`config.mk`:
```
export PLATFORM = sky130hd
export DESIGN_NAME = prbs_par_gen
export DESIGN_NICKNAME = d
export VERILOG_FILES = /design/src/rtl/prbs_par_pkg.sv /design/src/rtl/prbs_coef_map.sv /design/src/rtl/prbs_step_ext.sv /design/src/rtl/prbs_step_int.sv /design/src/rtl/prbs_cascade.sv /design/src/rtl/prbs_par_gen.sv
export SDC_FILE = /design/constraint.sdc
export NUM_CORES = 1
export LEC_CHECK = 0
export CORE_AREA = 5 5 193 148
export CTS_CLUSTER_SIZE = 40
export DETAILED_ROUTE_END_ITERATION = 16
export DIE_AREA = 0 0 198 153
export GPL_ROUTABILITY_DRIVEN = 0
export PLACE_DENSITY = 0.68
export SLEW_MARGIN = 25
export SYNTH_ARGS = -nofsm -noshare
export SYNTH_HDL_FRONTEND = slang
export SYNTH_HIERARCHICAL = 1
export SYNTH_SLANG_ARGS = --single-unit
```
`constraint.sdc`:
```
create_clock -name clk_i -period 39.3 [get_ports clk_i]
set_clock_uncertainty 0.2 [all_clocks]
set_input_delay 7.86 -clock clk_i [delete_from_list [all_inputs] [get_ports clk_i]]
set_output_delay 7.86 -clock clk_i [all_outputs]
set_load 0.02 [all_outputs]
```
`src/rtl/prbs_par_pkg.sv`:
```
package prbs_par_pkg;

    // Register structure selected at build time
    typedef enum logic {
        LFSR_EXT = 1'b0,   // taps summed into one feedback bit
        LFSR_INT = 1'b1    // leaving bit folded into each tapped stage
    } lfsr_style_e;

    // Serial bits produced per advance
    localparam int unsigned PRBS_WORD_W = 20;

endpackage

```
`src/rtl/prbs_coef_map.sv`:
```
// Turns the polynomial encoding into the per-stage coefficient vector
// used by the single-step logic of the chosen structure.
module prbs_coef_map
    import prbs_par_pkg::*;
#(
    parameter int unsigned N     = 23,
    parameter lfsr_style_e STYLE = LFSR_EXT
) (
    input  logic [N-1:0] poly_i,
    output logic [N-1:0] coef_o
);

    always_comb begin
        coef_o = '0;
        if (STYLE == LFSR_EXT) begin
            // stage j contributes when the term x^(j+1) is present
            for (int j = 0; j < N; j++) begin
                coef_o[j] = poly_i[N-1-j];
            end
        end else begin
            // stage i receives the leaving bit when x^i is present
            coef_o[0] = poly_i[0];
            for (int i = 1; i < N; i++) begin
                coef_o[i] = poly_i[N-i];
            end
        end
    end

endmodule

```
`src/rtl/prbs_step_ext.sv`:
```
// One serial shift of the external-XOR register.
module prbs_step_ext #(
    parameter int unsigned N = 23
) (
    input  logic [N-1:0] state_i,
    input  logic [N-1:0] coef_i,
    output logic [N-1:0] state_o,
    output logic         bit_o
);

    logic fb;

    always_comb begin
        fb      = ^(coef_i & state_i);
        bit_o   = state_i[N-1];
        state_o = {state_i[N-2:0], fb};
    end

endmodule

```
`src/rtl/prbs_step_int.sv`:
```
// One serial shift of the internal-XOR register.
module prbs_step_int #(
    parameter int unsigned N = 23
) (
    input  logic [N-1:0] state_i,
    input  logic [N-1:0] coef_i,
    output logic [N-1:0] state_o,
    output logic         bit_o
);

    logic lead;

    always_comb begin
        lead    = state_i[N-1];
        bit_o   = lead;
        state_o = {state_i[N-2:0], 1'b0} ^ ({N{lead}} & coef_i);
    end

endmodule

```
`src/rtl/prbs_cascade.sv`:
```
// Chains W single-step stages so that one clock covers W serial shifts.
module prbs_cascade
    import prbs_par_pkg::*;
#(
    parameter int unsigned N     = 23,
    parameter int unsigned W     = PRBS_WORD_W,
    parameter lfsr_style_e STYLE = LFSR_EXT
) (
    input  logic [N-1:0] state_i,
    input  logic [N-1:0] coef_i,
    output logic [N-1:0] state_o,
    output logic [W-1:0] word_o
);

    logic [N-1:0] chain [0:W];

    assign chain[0] = state_i;
    assign state_o  = chain[W];

    for (genvar g = 0; g < W; g++) begin : g_step
        if (STYLE == LFSR_EXT) begin : g_ext
            prbs_step_ext #(.N(N)) u_step (
                .state_i (chain[g]),
                .coef_i  (coef_i),
                .state_o (chain[g+1]),
                .bit_o   (word_o[W-1-g])
            );
        end else begin : g_int
            prbs_step_int #(.N(N)) u_step (
                .state_i (chain[g]),
                .coef_i  (coef_i),
                .state_o (chain[g+1]),
                .bit_o   (word_o[W-1-g])
            );
        end
    end

endmodule

```
`src/rtl/prbs_par_gen.sv`:
```
// Word-parallel PRBS source with a run-time polynomial.
module prbs_par_gen
    import prbs_par_pkg::*;
#(
    parameter int unsigned N     = 23,
    parameter int unsigned W     = PRBS_WORD_W,
    parameter lfsr_style_e STYLE = LFSR_EXT
) (
    input  logic         clk_i,
    input  logic         rst_i,
    input  logic         adv_i,
    input  logic [N-1:0] poly_i,
    input  logic         maxlen_i,
    output logic [W-1:0] data_o
);

    localparam logic [N-1:0] SEED = {N{1'b1}};

    typedef struct packed {
        logic [N-1:0] state;
        logic [W-1:0] word;
    } gen_s;

    gen_s         cur_q;
    gen_s         nxt_d;
    logic [N-1:0] coef;
    logic [N-1:0] casc_state;
    logic [W-1:0] casc_word;
    logic [N-1:0] state_q;

    prbs_coef_map #(.N(N), .STYLE(STYLE)) u_coef (
        .poly_i (poly_i),
        .coef_o (coef)
    );

    prbs_cascade #(.N(N), .W(W), .STYLE(STYLE)) u_casc (
        .state_i (cur_q.state),
        .coef_i  (coef),
        .state_o (casc_state),
        .word_o  (casc_word)
    );

    always_comb begin
        nxt_d = cur_q;
        if (adv_i) begin
            nxt_d.word  = casc_word;
            nxt_d.state = casc_state;
            if (maxlen_i && (casc_state == '0)) begin
                nxt_d.state = SEED;
            end
        end
    end

    always_ff @(posedge clk_i) begin
        if (rst_i) begin
            cur_q.state <= SEED;
            cur_q.word  <= '0;
        end else begin
            cur_q <= nxt_d;
        end
    end

    assign state_q = cur_q.state;
    assign data_o  = cur_q.word;

endmodule

```
==> Implementation_results.wiki <==
{| class="wikitable"
! Metric !! Value
|-
| Via count || 7,790
|-
| Count of nets after finishing || 1,184
|-
| Port-buffer cells || 46
|-
| Final core utilization || 33.7%
|-
| Overflow left after global routing || 0
|-
| Number of buffer and inverter stages on the critical path || 4
|-
| Worst-skew pair later-pin latency || 0.29 ns
|-
| Worst setup EP type || flop
|-
| Setup violations, final || 0
|-
| Buffer cell driving the clock tree root || sky130_fd_sc_hd__clkbuf_16
|-
| Number of instances resized during post-cts repair || 0
|-
| Tot GR Track Use || 18.6%
|-
| HPWL Detailed || 19.0 mm
|-
| Proportion of layout cells with a drive suffix above 1 || 5.01%
|-
| Reg2reg path depth || 106
|-
| Clock period minus final worst setup slack || 35.51 ns
|-
| Post-synthesis net count || 1,612
|-
| Die span in y || 153 microns
|-
| Peak per-stage delay on the critical path || 1.01 ns
|-
| Maximum operating frequency || 0.0282 GHz
|-
| Least-Margin Pin Slew || 0.943 ns
|-
| Total clock sinks || 43
|-
| Unrepaired setup endpoints after global routing || no
|-
| Final Slew Violations || 0
|-
| Max Root-Sink Buffers || 2
|-
| CTS tree || built
|-
| Clock buffers created by TritonCTS || 5
|-
| Number of max-capacitance violations reported || 0
|-
| Number of warnings issued by yosys || 6
|-
| Data arrival time of the critical path || 35.51 ns
|-
| Period utilisation layout || 90.4%
|-
| Mean number of vias per cell || 5.16
|-
| Routed wirelength normalized by instance count || 19.4 microns
|-
| Clock-pin slew of the registers on the worst-case setup and hold paths || 0.07 ns
|-
| Fill count || 2,836
|-
| Critical Path Start Type || input port
|-
| Most used DFF post-synth || sky130_fd_sc_hd__dfxtp_1
|-
| Crit path depth || 107
|-
| Cell mode on critical path || sky130_fd_sc_hd__xnor2_1
|-
| Fin Setup TNS || 0 ns
|-
| Number of levels the H-tree was split into || 2
|-
| Yosys top cell by area || sky130_fd_sc_hd__buf_4
|-
| Flops & latches, synth || 43
|-
| Post-detailed-route count of antenna-violating nets || 0
|-
| Asr flop ratio synth || 0%
|-
| Number of enable flip-flop cells after synthesis || 0
|-
| Total routed wirelength || 29.2 mm
|-
| Number of different library cells in the post-synthesis netlist || 21
|-
| Worst setup path class || input port to flop
|-
| Cell family contributing the most delay on the critical path || XOR/XNOR gates
|-
| Effective utilization at floorplan || 43.1%
|-
| Leading cell type by number of instances after synthesis || sky130_fd_sc_hd__buf_4
|-
| First drt pass iteration count || 6
|-
| Library cell contributing the largest single delay on the critical path || sky130_fd_sc_hd__clkdlybuf4s50_1
|-
| Buffer count from post-CTS setup fixing || 0
|-
| Number of cells traversed by the worst hold path || 2
|-
| Area delta synth->final || -22.0%
|-
| Starting DRC count in detailed routing || 1,138
|-
| Worst relative slew slack || 37.0%
|-
| Post-synthesis instance total || 1,585
|-
| Run status || finished clean
|-
| Largest cells by area after synthesis || sky130_fd_sc_hd__buf_4, sky130_fd_sc_hd__xnor2_1, sky130_fd_sc_hd__nand2_1
|-
| Critical path peak fanout || 23
|-
| Commonest cells post-synth || sky130_fd_sc_hd__buf_4, sky130_fd_sc_hd__nand2_1, sky130_fd_sc_hd__xnor2_1
|-
| Full die area || 0.0303 sq mm
|-
| Std-Cell Core Area || 0.0265 sq mm
|-
| Global-route wire length before repair || 44.4 mm
|-
| Total I/O pin count || 47
|-
| Number of placement rows || 52
|-
| # hold bufs at CTS || 0
|-
| Mapped cell area || 0.0115 sq mm
|-
| Proportion of synthesized chip area in sequential cells || 7.52%
|-
| Initial antenna violation count || 1
|-
| Via count of the first global-routing pass || 7,296
|-
| Top cell type's share of synthesized area || 33.2%
|-
| DRC || 0
|-
| Final Hold Fails || 0
|-
| Maximum number of pins on one net before global-route repair || 67
|-
| Class of the tightest hold or removal check || flop to flop
|-
| Data required time at the worst endpoint || 39.30 ns
|-
| Width of the chip || 198 microns
|-
| Avg Synthesized Cell Area || 7.23 sq um
|}
placed cells by master, fill, tap and decap left out, types with 2 or more instances in the layout:
master / synthesis / final
sky130_fd_sc_hd__mux2i_1: 20 / 20
sky130_fd_sc_hd__xnor3_1: 20 / 20
sky130_fd_sc_hd__nand2_1: 460 / 460
sky130_fd_sc_hd__nor4_2: 2 / 2
sky130_fd_sc_hd__nor2_1: 20 / 20
sky130_fd_sc_hd__clkdlybuf4s50_1: 0 / 44
sky130_fd_sc_hd__clkbuf_16: 0 / 5
sky130_fd_sc_hd__a21boi_0: 3 / 3
sky130_fd_sc_hd__xnor2_1: 320 / 320
sky130_fd_sc_hd__a21boi_1: 20 / 20
sky130_fd_sc_hd__nor4_4: 3 / 3
sky130_fd_sc_hd__nor3_1: 23 / 23
sky130_fd_sc_hd__nor3b_1: 23 / 23
sky130_fd_sc_hd__a211oi_1: 23 / 23
sky130_fd_sc_hd__buf_2: 4 / 2
sky130_fd_sc_hd__dfxtp_1: 43 / 43
sky130_fd_sc_hd__xor2_1: 80 / 80
sky130_fd_sc_hd__buf_4: 507 / 42
through the flow:
stage | cells | cell area (sq um) | worst slack, ns | hold WS (ns)
6_report | 1509 | 8940 | 3.79 | 0.296
5_1_grt | 1509 | 8940 | 1.73 | 0.328
4_1_cts | 1508 | 8930 | 4.02 | 0.301
3_5_place_dp | 1501 | 8770 | 3.82 | 0.284
3_3_place_gp | 1501 | 8770 | 4.86 | 0.275
2_1_floorplan | 1585 | 11500 | 9.62 | 0.357
registers in the layout, indices dropped and copies added (netlist names):
register	flops
data_o	20
state_q	23
kinds of logic (layout without fill, tap and decap cells):
family	after synthesis	count (layout)	share of synthesized area [%]
AO/OA/AOI/OAI	46	46	3.02
XOR/XNOR	420	420	34.5
other	0	1	0
buffers and inverters	523	95	33.9
multiplexers	20	20	1.75
flip-flops	43	43	7.52
AND/OR/NAND/NOR	533	533	19.3
per-layer routing:
layer	track usage, %	routed length [microns]	vias up
li1	-	-	3557
met1	26.0	12000	3617
met2	27.8	12300	523
met3	5.35	3940	93
met4	5.64	1010	0
met5	0	0	-
layout make-up:
| cell class | count | area [sq um] | share of cell area (%) |
|---|---|---|---|
| multi-input cells | 1019 | 6710 | 75.0 |
| flip-flops and latches | 43 | 861 | 9.63 |
| repair buffers | 88 | 766 | 8.57 |
| well taps | 351 | 439 | 4.91 |
| clock buffers | 5 | 125 | 1.40 |
| clock inverters | 2 | 37.5 | 0.420 |
| diodes | 1 | 2.50 | 0.0280 |
worst paths after layout:
check / slack (ns) / end / from
setup reg to reg: 11.45 / state_q[18]$_SDFFE_PP1P_ / state_q[10]$_SDFFE_PP1P_
hold / removal: 0.30 / data_o[19]$_SDFFE_PP0P_ / data_o[19]$_SDFFE_PP0P_
hold reg to reg: 0.30 / data_o[19]$_SDFFE_PP0P_ / data_o[19]$_SDFFE_PP0P_
setup / recovery: 3.79 / state_q[18]$_SDFFE_PP1P_ / poly_i[16]
worst register-to-register path: cells and delay by family (launching register included):
family / cells / cell delay (ns)
xor gates and xnor gates: 80 / 21.99
and+or+nand+nor: 22 / 3.47
DFF: 1 / 0.94
buffers and inverters: 3 / 0.68
AOI/OAI and AO/OA: 1 / 0.45
Power is not shown: default switching activity piles up to over one toggle a cycle in this logic, so the estimate is an artifact.
